$ cat config.mk
export PLATFORM = sky130hd
export DESIGN_NAME = autobaud_rate_detect
export DESIGN_NICKNAME = d
export VERILOG_FILES = /design/src/rtl/ab_pkg.sv /design/src/rtl/ab_edge_timer.sv /design/src/rtl/ab_width_check.sv /design/src/rtl/ab_div_reg.sv /design/src/rtl/autobaud_rate_detect.sv
export SDC_FILE = /design/constraint.sdc
export NUM_CORES = 1
export LEC_CHECK = 0
export BUFFER_PORTS_ARGS = -buffer_cell sky130_fd_sc_hd__buf_2
export CAP_MARGIN = 10
export CORE_ASPECT_RATIO = 0.6
export CORE_MARGIN = 4
export CORE_UTILIZATION = 57
export DETAILED_ROUTE_END_ITERATION = 8
export PLACE_DENSITY = 0.87
export SLEW_MARGIN = 25
export SYNTH_ARGS = -nofsm -noshare
export SYNTH_HDL_FRONTEND = slang
export SYNTH_SLANG_ARGS = --single-unit
$ cat constraint.sdc
create_clock -name clk -period 4.9 [get_ports clk]
set_input_delay 0.49 -clock clk [delete_from_list [all_inputs] [get_ports clk]]
set_output_delay 0.49 -clock clk [all_outputs]
set_load 0.01 [all_outputs]
$ cat src/rtl/ab_pkg.sv
// Shared types for the bit-rate detector.
// Assumes: nothing beyond the standard language.
package ab_pkg;
    // Phase of the width measurement.
    typedef enum logic [1:0] {
        PH_IDLE = 2'd0,
        PH_LOW  = 2'd1,
        PH_HIGH = 2'd2
    } ab_phase_e;
endpackage

$ cat src/rtl/ab_edge_timer.sv
// Measures the width of a low pulse and of the high pulse that follows it.
// It raises cand for one clock when the falling edge that ends the high
// pulse is seen. A candidate falling edge always opens a new low
// measurement, which gives rearm-on-reject for free.
// Assumes: rx is synchronous to clk; armed low forces idle.
module ab_edge_timer #(
    parameter int CNT_W = 20,
    parameter int DIV_W = 16
) (
    input  logic             clk,
    input  logic             rst_n,
    input  logic             rx,
    input  logic             armed,
    output logic [CNT_W-1:0] low_len,
    output logic [CNT_W-1:0] high_len,
    output logic             cand
);
    import ab_pkg::*;

    // Beyond this count, the divider would not fit in DIV_W bits.
    localparam logic [CNT_W-1:0] CNT_MAX = CNT_W'((1 << (DIV_W + 3)) + 7);
    localparam logic [CNT_W-1:0] ONE     = CNT_W'(1);

    ab_phase_e        phase;
    logic [CNT_W-1:0] cnt;
    logic             rx_prev;

    // Remember the line level of the previous clock, for edge detection.
    always_ff @(posedge clk) begin
        if (!rst_n) rx_prev <= 1'b1;
        else        rx_prev <= rx;
    end

    // Phase machine and width counter.
    always_ff @(posedge clk) begin
        if (!rst_n || !armed) begin
            phase   <= PH_IDLE;
            cnt     <= '0;
            low_len <= '0;
        end else begin
            unique case (phase)
                PH_IDLE: begin
                    if (rx_prev && !rx) begin
                        phase <= PH_LOW;
                        cnt   <= ONE;
                    end
                end
                PH_LOW: begin
                    if (rx) begin
                        low_len <= cnt;
                        cnt     <= ONE;
                        phase   <= PH_HIGH;
                    end else if (cnt == CNT_MAX) begin
                        phase <= PH_IDLE;
                    end else begin
                        cnt <= cnt + ONE;
                    end
                end
                PH_HIGH: begin
                    if (!rx) begin
                        cnt   <= ONE;
                        phase <= PH_LOW;
                    end else if (cnt == CNT_MAX) begin
                        phase <= PH_IDLE;
                    end else begin
                        cnt <= cnt + ONE;
                    end
                end
                default: phase <= PH_IDLE;
            endcase
        end
    end

    assign high_len = cnt;
    assign cand     = armed && (phase == PH_HIGH) && !rx;
endmodule

$ cat src/rtl/ab_width_check.sv
// Compares the high width with the low width within +/- low/8, and
// derives the divider floor(low/8) - 1.
// Assumes: low_len never exceeds 2^(DIV_W+3)+7, so floor(low/8)-1 fits.
module ab_width_check #(
    parameter int CNT_W = 20,
    parameter int DIV_W = 16
) (
    input  logic [CNT_W-1:0] low_len,
    input  logic [CNT_W-1:0] high_len,
    output logic             match,
    output logic [DIV_W-1:0] div_val
);
    logic [CNT_W-1:0] tol;
    logic [CNT_W-1:0] diff;

    // Tolerance, absolute difference and candidate divider.
    always_comb begin
        tol     = low_len >> 3;
        diff    = (high_len >= low_len) ? (high_len - low_len)
                                        : (low_len - high_len);
        match   = (tol != '0) && (diff <= tol);
        div_val = tol[DIV_W-1:0] - DIV_W'(1);
    end
endmodule

$ cat src/rtl/ab_div_reg.sv
// Holds the divider and the done flag. It loads the primed value when the
// enable rises and captures the locked value when a candidate matches.
// Assumes: cand is only raised while armed.
module ab_div_reg #(
    parameter int DIV_W     = 16,
    parameter int PRIME_VAL = 1
) (
    input  logic             clk,
    input  logic             rst_n,
    input  logic             cal_en,
    input  logic             done_clr,
    input  logic             cand,
    input  logic             match,
    input  logic [DIV_W-1:0] div_val,
    output logic [DIV_W-1:0] divider,
    output logic             done,
    output logic             lock
);
    localparam logic [DIV_W-1:0] PRIME = DIV_W'(PRIME_VAL);

    logic en_q;

    assign lock = cand && match;

    // Divider: prime on enable rise, capture on lock, hold otherwise.
    always_ff @(posedge clk) begin
        if (!rst_n) begin
            divider <= PRIME;
            en_q    <= 1'b0;
        end else begin
            en_q <= cal_en;
            if (lock)                divider <= div_val;
            else if (cal_en && !en_q) divider <= PRIME;
        end
    end

    // Done flag: lock sets it and takes priority over the clear strobe.
    always_ff @(posedge clk) begin
        if (!rst_n)        done <= 1'b0;
        else if (lock)     done <= 1'b1;
        else if (done_clr) done <= 1'b0;
    end
endmodule

$ cat src/rtl/autobaud_rate_detect.sv
// Top level of the calibration-character bit-rate detector.
// Assumes: rx_line is already synchronised to clk and idles high.
module autobaud_rate_detect #(
    parameter int DIV_W     = 16,
    parameter int PRIME_VAL = 1
) (
    input  logic             clk,
    input  logic             rst_n,
    input  logic             rx_line,
    input  logic             cal_en,
    input  logic             done_clr,
    output logic [DIV_W-1:0] divider,
    output logic             done
);
    localparam int CNT_W = DIV_W + 4;

    logic [CNT_W-1:0] low_len;
    logic [CNT_W-1:0] high_len;
    logic             cand;
    logic             match;
    logic [DIV_W-1:0] div_val;
    logic             lock;
    logic             armed;

    assign armed = cal_en && !done;

    ab_edge_timer #(.CNT_W(CNT_W), .DIV_W(DIV_W)) u_timer (
        .clk(clk), .rst_n(rst_n), .rx(rx_line), .armed(armed),
        .low_len(low_len), .high_len(high_len), .cand(cand)
    );

    ab_width_check #(.CNT_W(CNT_W), .DIV_W(DIV_W)) u_check (
        .low_len(low_len), .high_len(high_len),
        .match(match), .div_val(div_val)
    );

    ab_div_reg #(.DIV_W(DIV_W), .PRIME_VAL(PRIME_VAL)) u_div (
        .clk(clk), .rst_n(rst_n), .cal_en(cal_en), .done_clr(done_clr),
        .cand(cand), .match(match), .div_val(div_val),
        .divider(divider), .done(done), .lock(lock)
    );
endmodule

After elaboration in Yosys (flattened, before gate mapping):

Index checks and enable logic that the tools add are counted.

* word-level logic and storage cells: 52
* output and inout bits: 17
* register bits after elaboration: 61

* add/sub/neg operators: 4
* order comparisons: 2
* eq/ne operators: 4
* muxes and demuxes: 15
* reductions and logical operators: 20

Operator list (count)
* 20-bit 2-to-1 mux: 5
* 20-bit one-hot mux with 3 select lines: 1
* 20-bit subtractor: 2
* 16-bit 2-to-1 mux: 2
* 20-bit by 1-bit adder with 20-bit output (second input constant): 1
* 20-bit equality test (second input constant): 1
* 20-bit >= comparator: 1
* 20-bit by 17-bit <= comparator with 1-bit output: 1
* 20-bit nonzero test: 1
* 16-bit by 1-bit subtractor with 16-bit output (second input constant): 1
* 2-bit 2-to-1 mux: 4
* 1-bit logical AND: 7
* 2-bit one-hot mux with 3 select lines: 1
* 1-bit zero test: 5
* 2-bit AND reduction: 2
* 2-bit nonzero test: 2
* 3-bit nonzero test: 1
* 2-bit by 1-bit equality test with 1-bit output (second input constant): 1
* 2-bit equality test (second input constant): 1
* 2-bit zero test: 1
* 1-bit 2-to-1 mux: 2
* 2-bit by 1-bit inequality test with 1-bit output (second input constant): 1
* 1-bit logical OR: 1

Longest topological paths before layout:

* depth after elaboration: 6
* gate-level depth with buffers: 24
* depth with buffers taken out: 21

Cells and area by module:

A second synthesis with hierarchy kept.

* cell total of the unflattened synthesis: 737
* area, all modules: 5865.6 µm²

By module, submodules not included
* ab_width_check: seq. area each 0.0 µm², area each 2850.2 µm², cells an instance 397, instances 1
* ab_edge_timer: seq. area each 860.8 µm², area each 2033.2 µm², cells an instance 256, instances 1
* ab_div_reg: seq. area each 360.3 µm², area each 968.4 µm², cells an instance 83, instances 1
* autobaud_rate_detect: seq. area each 0.0 µm², area each 13.8 µm², cells an instance 1, instances 1

Least setup slack after synthesis:

Ideal clock, no wire load.

* kind: register to register
* start: register u_timer.cnt[0], in the netlist u_timer.high_len[0]
* end: register u_div.divider[0]
* arrival: 4.686 ns
* library setup time: 0.121 ns
* path buffers: 3
* stages on the path, launching flop included: 24
* path slack: 0.093 ns
* data required time: 4.779 ns
* period minus slack after synthesis: 4.807 ns
* cell sequence: dfxtp_1 > inv_1 > ha_1 > inv_1 > fa_1 > a21o_1 > a2111oi_0 > o311a_1 > o21ai_4 > buf_1 > buf_2 > nor2_1 > o22ai_1 > xnor2_1 > ha_1 > a21oi_1 > nand2_1 > a211o_1 > or4_1 > a21oi_1 > nand3_1 > o32a_1 > buf_6 > mux2_4

* longest elaborated chain between the ends: 6
* elaborated cells between the ends (all ways): 9
* classes of those cells: 2 x add/sub; 2 x order compare; 2 x mux; 3 x reduce/logical

Ends and longest elaborated chain
* from (decl): line ab_edge_timer.sv:25 `logic [CNT_W-1:0] cnt;`
* from (signal assigned): line ab_edge_timer.sv:56 `cnt <= cnt + ONE;`
* from (signal assigned): line ab_edge_timer.sv:66 `cnt <= cnt + ONE;`
* 20-bit subtractor (tied with other cells): line ab_width_check.sv:20 `: (low_len - high_len);`
* 20-bit 2-to-1 mux *: line ab_width_check.sv:19 `diff = (high_len >= low_len) ? (high_len - low_len)`
* 20-bit by 17-bit <= comparator with 1-bit output *: line ab_width_check.sv:21 `match = (tol != '0) && (diff <= tol);`
* 1-bit logical AND *: line ab_width_check.sv:21
* 1-bit logical AND *: line ab_div_reg.sv:23 `assign lock = cand && match;`
* 16-bit 2-to-1 mux or 2-bit nonzero test (tied branches)
* to (signal assigned): line ab_div_reg.sv:32 `if (lock) divider <= div_val;`
* to (decl): line ab_div_reg.sv:15 `output logic [DIV_W-1:0] divider,`

Every way passes the cells marked *; elsewhere a longest branch is shown, timed or not.
A chain may end at the register's enable or synchronous reset.

Worst setup path after layout:

* start: register u_timer.cnt[0], in the netlist u_timer.high_len[0]
* end: register u_div.divider[3]

Same word-level chain as after synthesis.

==> results_dict.tcl <==
set metrics [dict create \
    dr.pass1.iters 6 \
    crit_path_start_kind "flop" \
    antenna_found_initial 0 \
    swShare_pct 23.02 \
    grt_pass1_vias 5214 \
    reg2reg_slack_ps -80 \
    grt_pass1_wl_um 27010 \
    nets 837 \
    fin_crit_sh_pct 101.6 \
    floorplan.core_area_um2 8751 \
    io_pins 22 \
    syn_nets 767 \
    rsz0062_at_grt "yes" \
    hold_class "primary input to flop" \
    grt.total_usage_pct 31.49 \
    drt_iter0_drc 868 \
    mostFrequentLayoutCells "110 x nand2_1, 65 x buf_4, 63 x a21oi_1, 61 x ha_1, 59 x dfxtp_1" \
    ys.flop_type "dfxtp_1" \
    avgSynthCellArea_um2 7.550 \
    fin_util_pct 72.82 \
    worstMarginPinSlew_ps 931.3 \
    drive_gt1_share_pct 18.37 \
    setup_tns_ps -879.9 \
    dr_wl_met2_um 7831 \
    grt_max_degree 29 \
    yosysTopAreaCell "dfxtp_1" \
    holdWs_ps 421.7 \
    areaGrowthSynthToFinish_pct 20.92 \
    critical_path_required_ps 5120 \
    power_frac_clock_pct 52.2 \
    cts.clk_slew.worst_paths_ps 60 \
    drt-met1-wl_um 7551 \
    die_y_um 82.48 \
    ir_worst_vdd_mv 0.2185 \
    gp_congestion 0.9409 \
    final-max-slew-violation-count 0 \
    period_needed_ps 4978 \
    status "complete, but fails checks" \
    fin_worst_skew_ps 5.432 \
    internal-power_uw 933.7 \
    cp-end-kind "flop" \
    synth-edff-count 0 \
    final_common_cell "nand2_1" \
    synth.distinct_cells 64 \
    ys_ff_latch 61 \
    ys_seq_area_share_pct 23.17 \
    clk_path_buf_depth 2 \
    diodes 0 \
    worstPathArrival_ps 5200 \
    critPathMaxFanout 7 \
    clk_latency_ps 330 \
    hold_viol_final 0 \
    die_x_um 132.1 \
    synth_area_leaders "dfxtp_1 23%, ha_1 15%, nand2_1 7.8%" \
    synth_top_area_share_pct 23.17 \
    root_buffer "clkbuf_16" \
    cts_buffers 9 \
    path_cells "inv_2, ha_4, inv_4, fa_2, a21o_1, buf_6, a221o_1, a221o_1, mux2i_2, o22ai_2, xnor2_1, ha_1, buf_4, nand4_1, buf_4, a211oi_2, or4_4, a21oi_4, buf_6, o2111ai_2, o32a_4, buf_8, mux2i_2" \
    finalWorstSetupSlack_ps -77.69 \
    netlist_instances 698 \
    violations "negative setup slack" \
    pre_cts_slack_ps -197.9 \
    grt_overflow 0 \
    clock-sinks 61 \
    critPathSlowestCell "or4_4" \
    routedWlPerCell_um 20.39 \
    portBuffers 21 \
    slew_headroom_pct 37.77 \
    vias 5571 \
    die_area_um2 10900 \
    htreeDepth 3 \
    wl_um 18040 \
    wl_met3_um 2138 \
    async_reset_ff_share_pct 0 \
    start_util_pct 60.22 \
    hpwlAfterDp_um 13230 \
    drc_errors 0 \
    p_switching_uw 279.2 \
    synth-warning-count 0 \
    leakage_nw 2.862 \
    critPathMaxStageDelay_ps 550 \
    cts_tree "done" \
    p_seq_share_pct 41.2 \
    powerDensity_nw_per_um2 190.3 \
    setup_violations 17 \
    fmax_mhz 200.9 \
    topRoutingLayerUsed "met4" \
    rows 26 \
    power_frac_comb_pct 6.6 \
    cap_violations 0 \
    crit_type "flop to flop" \
    ant_nets 0 \
    synth_area_um2 5270 \
    vias_per_cell 6.295 \
]
-- per-layer routing --
metal,up-vias,GRT usage (%)
met5,-,0
met4,0,9.224
met3,68,9.140
met2,372,50.56
met1,2553,41.66
li1,2578,-
-- power by group through the flow --
stage,Clock [mW],Sequential [mW],Combinational [mW]
after CTS,0.630,0.500,0.0714
final,0.633,0.500,0.0797
after global placement,0,0.510,0.0674
after detailed placement,0,0.510,0.0698
after global routing,0.653,0.500,0.0856
after floorplan,0,0.510,0.0481
-- final timing paths --
kind / end / cells past startpoint / startpoint
hold / removal: u_div.done / 3 / done_clr
setup reg to reg: u_div.divider[3] / 23 / u_timer.high_len[0]
hold reg to reg: u_div.divider[7] / 2 / u_div.divider[7]
setup / recovery: u_div.divider[3] / 23 / u_timer.high_len[0]
-- through the flow --
stage                     area, um^2  instances  power (mW)
final                           6372        885       1.213
after global routing            6372        885       1.238
after CTS                       6177        878       1.201
after detailed placement        5819        859      0.5799
after global placement          5819        859      0.5774
after floorplan                 5270        698      0.5583
-- kinds of logic after synthesis --
kind of cell    count (synthesis)  synth area share [%]
fa+ha+maj                      64                 15.48
buf+inv                        82                 6.481
flops                          61                 23.17
mux                            24                 4.677
compound gates                163                 19.63
simple gates                  259                 23.08
xor+xnor                       45                 7.479
-- area by class of cell --
cell class | instances | area, um^2
inverter | 48 | 185.2
timing repair buffer | 92 | 664.4
sequential | 61 | 1224
clock inverter | 4 | 47.55
multi-input combinational | 556 | 3865
fill | 613 | 2379
tap | 112 | 140.1
clock buffer | 12 | 246.5
-- what timing repair did --
action	in CTS	in global routing
cloned	1	1
pin swaps	4	25
setup buffers	2	6
hold buffers	0	0
resized for setup	11	31
setup endpoints to repair	17	17
-- synth_stat cells, types with 7 or more instances --
library cell	n
a21o_1	14
a21oi_1	66
clkbuf_1	26
dfxtp_1	61
ha_1	62
inv_1	48
mux2i_1	22
nand2_1	110
nand2b_1	13
nand3_1	19
nand4_1	15
nor2_1	47
nor3_1	14
nor4_1	8
o21ai_0	22
xnor2_1	38
xor2_1	7
-- registers in the layout (all words and copies together), names as in the netlist --
register          count
u_timer.high_len     20
u_timer.low_len      20
u_div.divider        16
u_timer.phase         2
u_div.done            1
u_div.en_q            1
u_timer.rx_prev       1
-- critical path, delay by kind of cell, from the launching register on --
kind | cells | cell delay [ps]
AOI/OAI and AO/OA | 8 | 1690
xor gates and xnor gates | 1 | 140
adders and majority gates | 3 | 860
buffers and inverters | 7 | 820
DFF | 1 | 320
muxes | 2 | 360
and+or+nand+nor | 2 | 670
(Power assumes the default switching activity.)
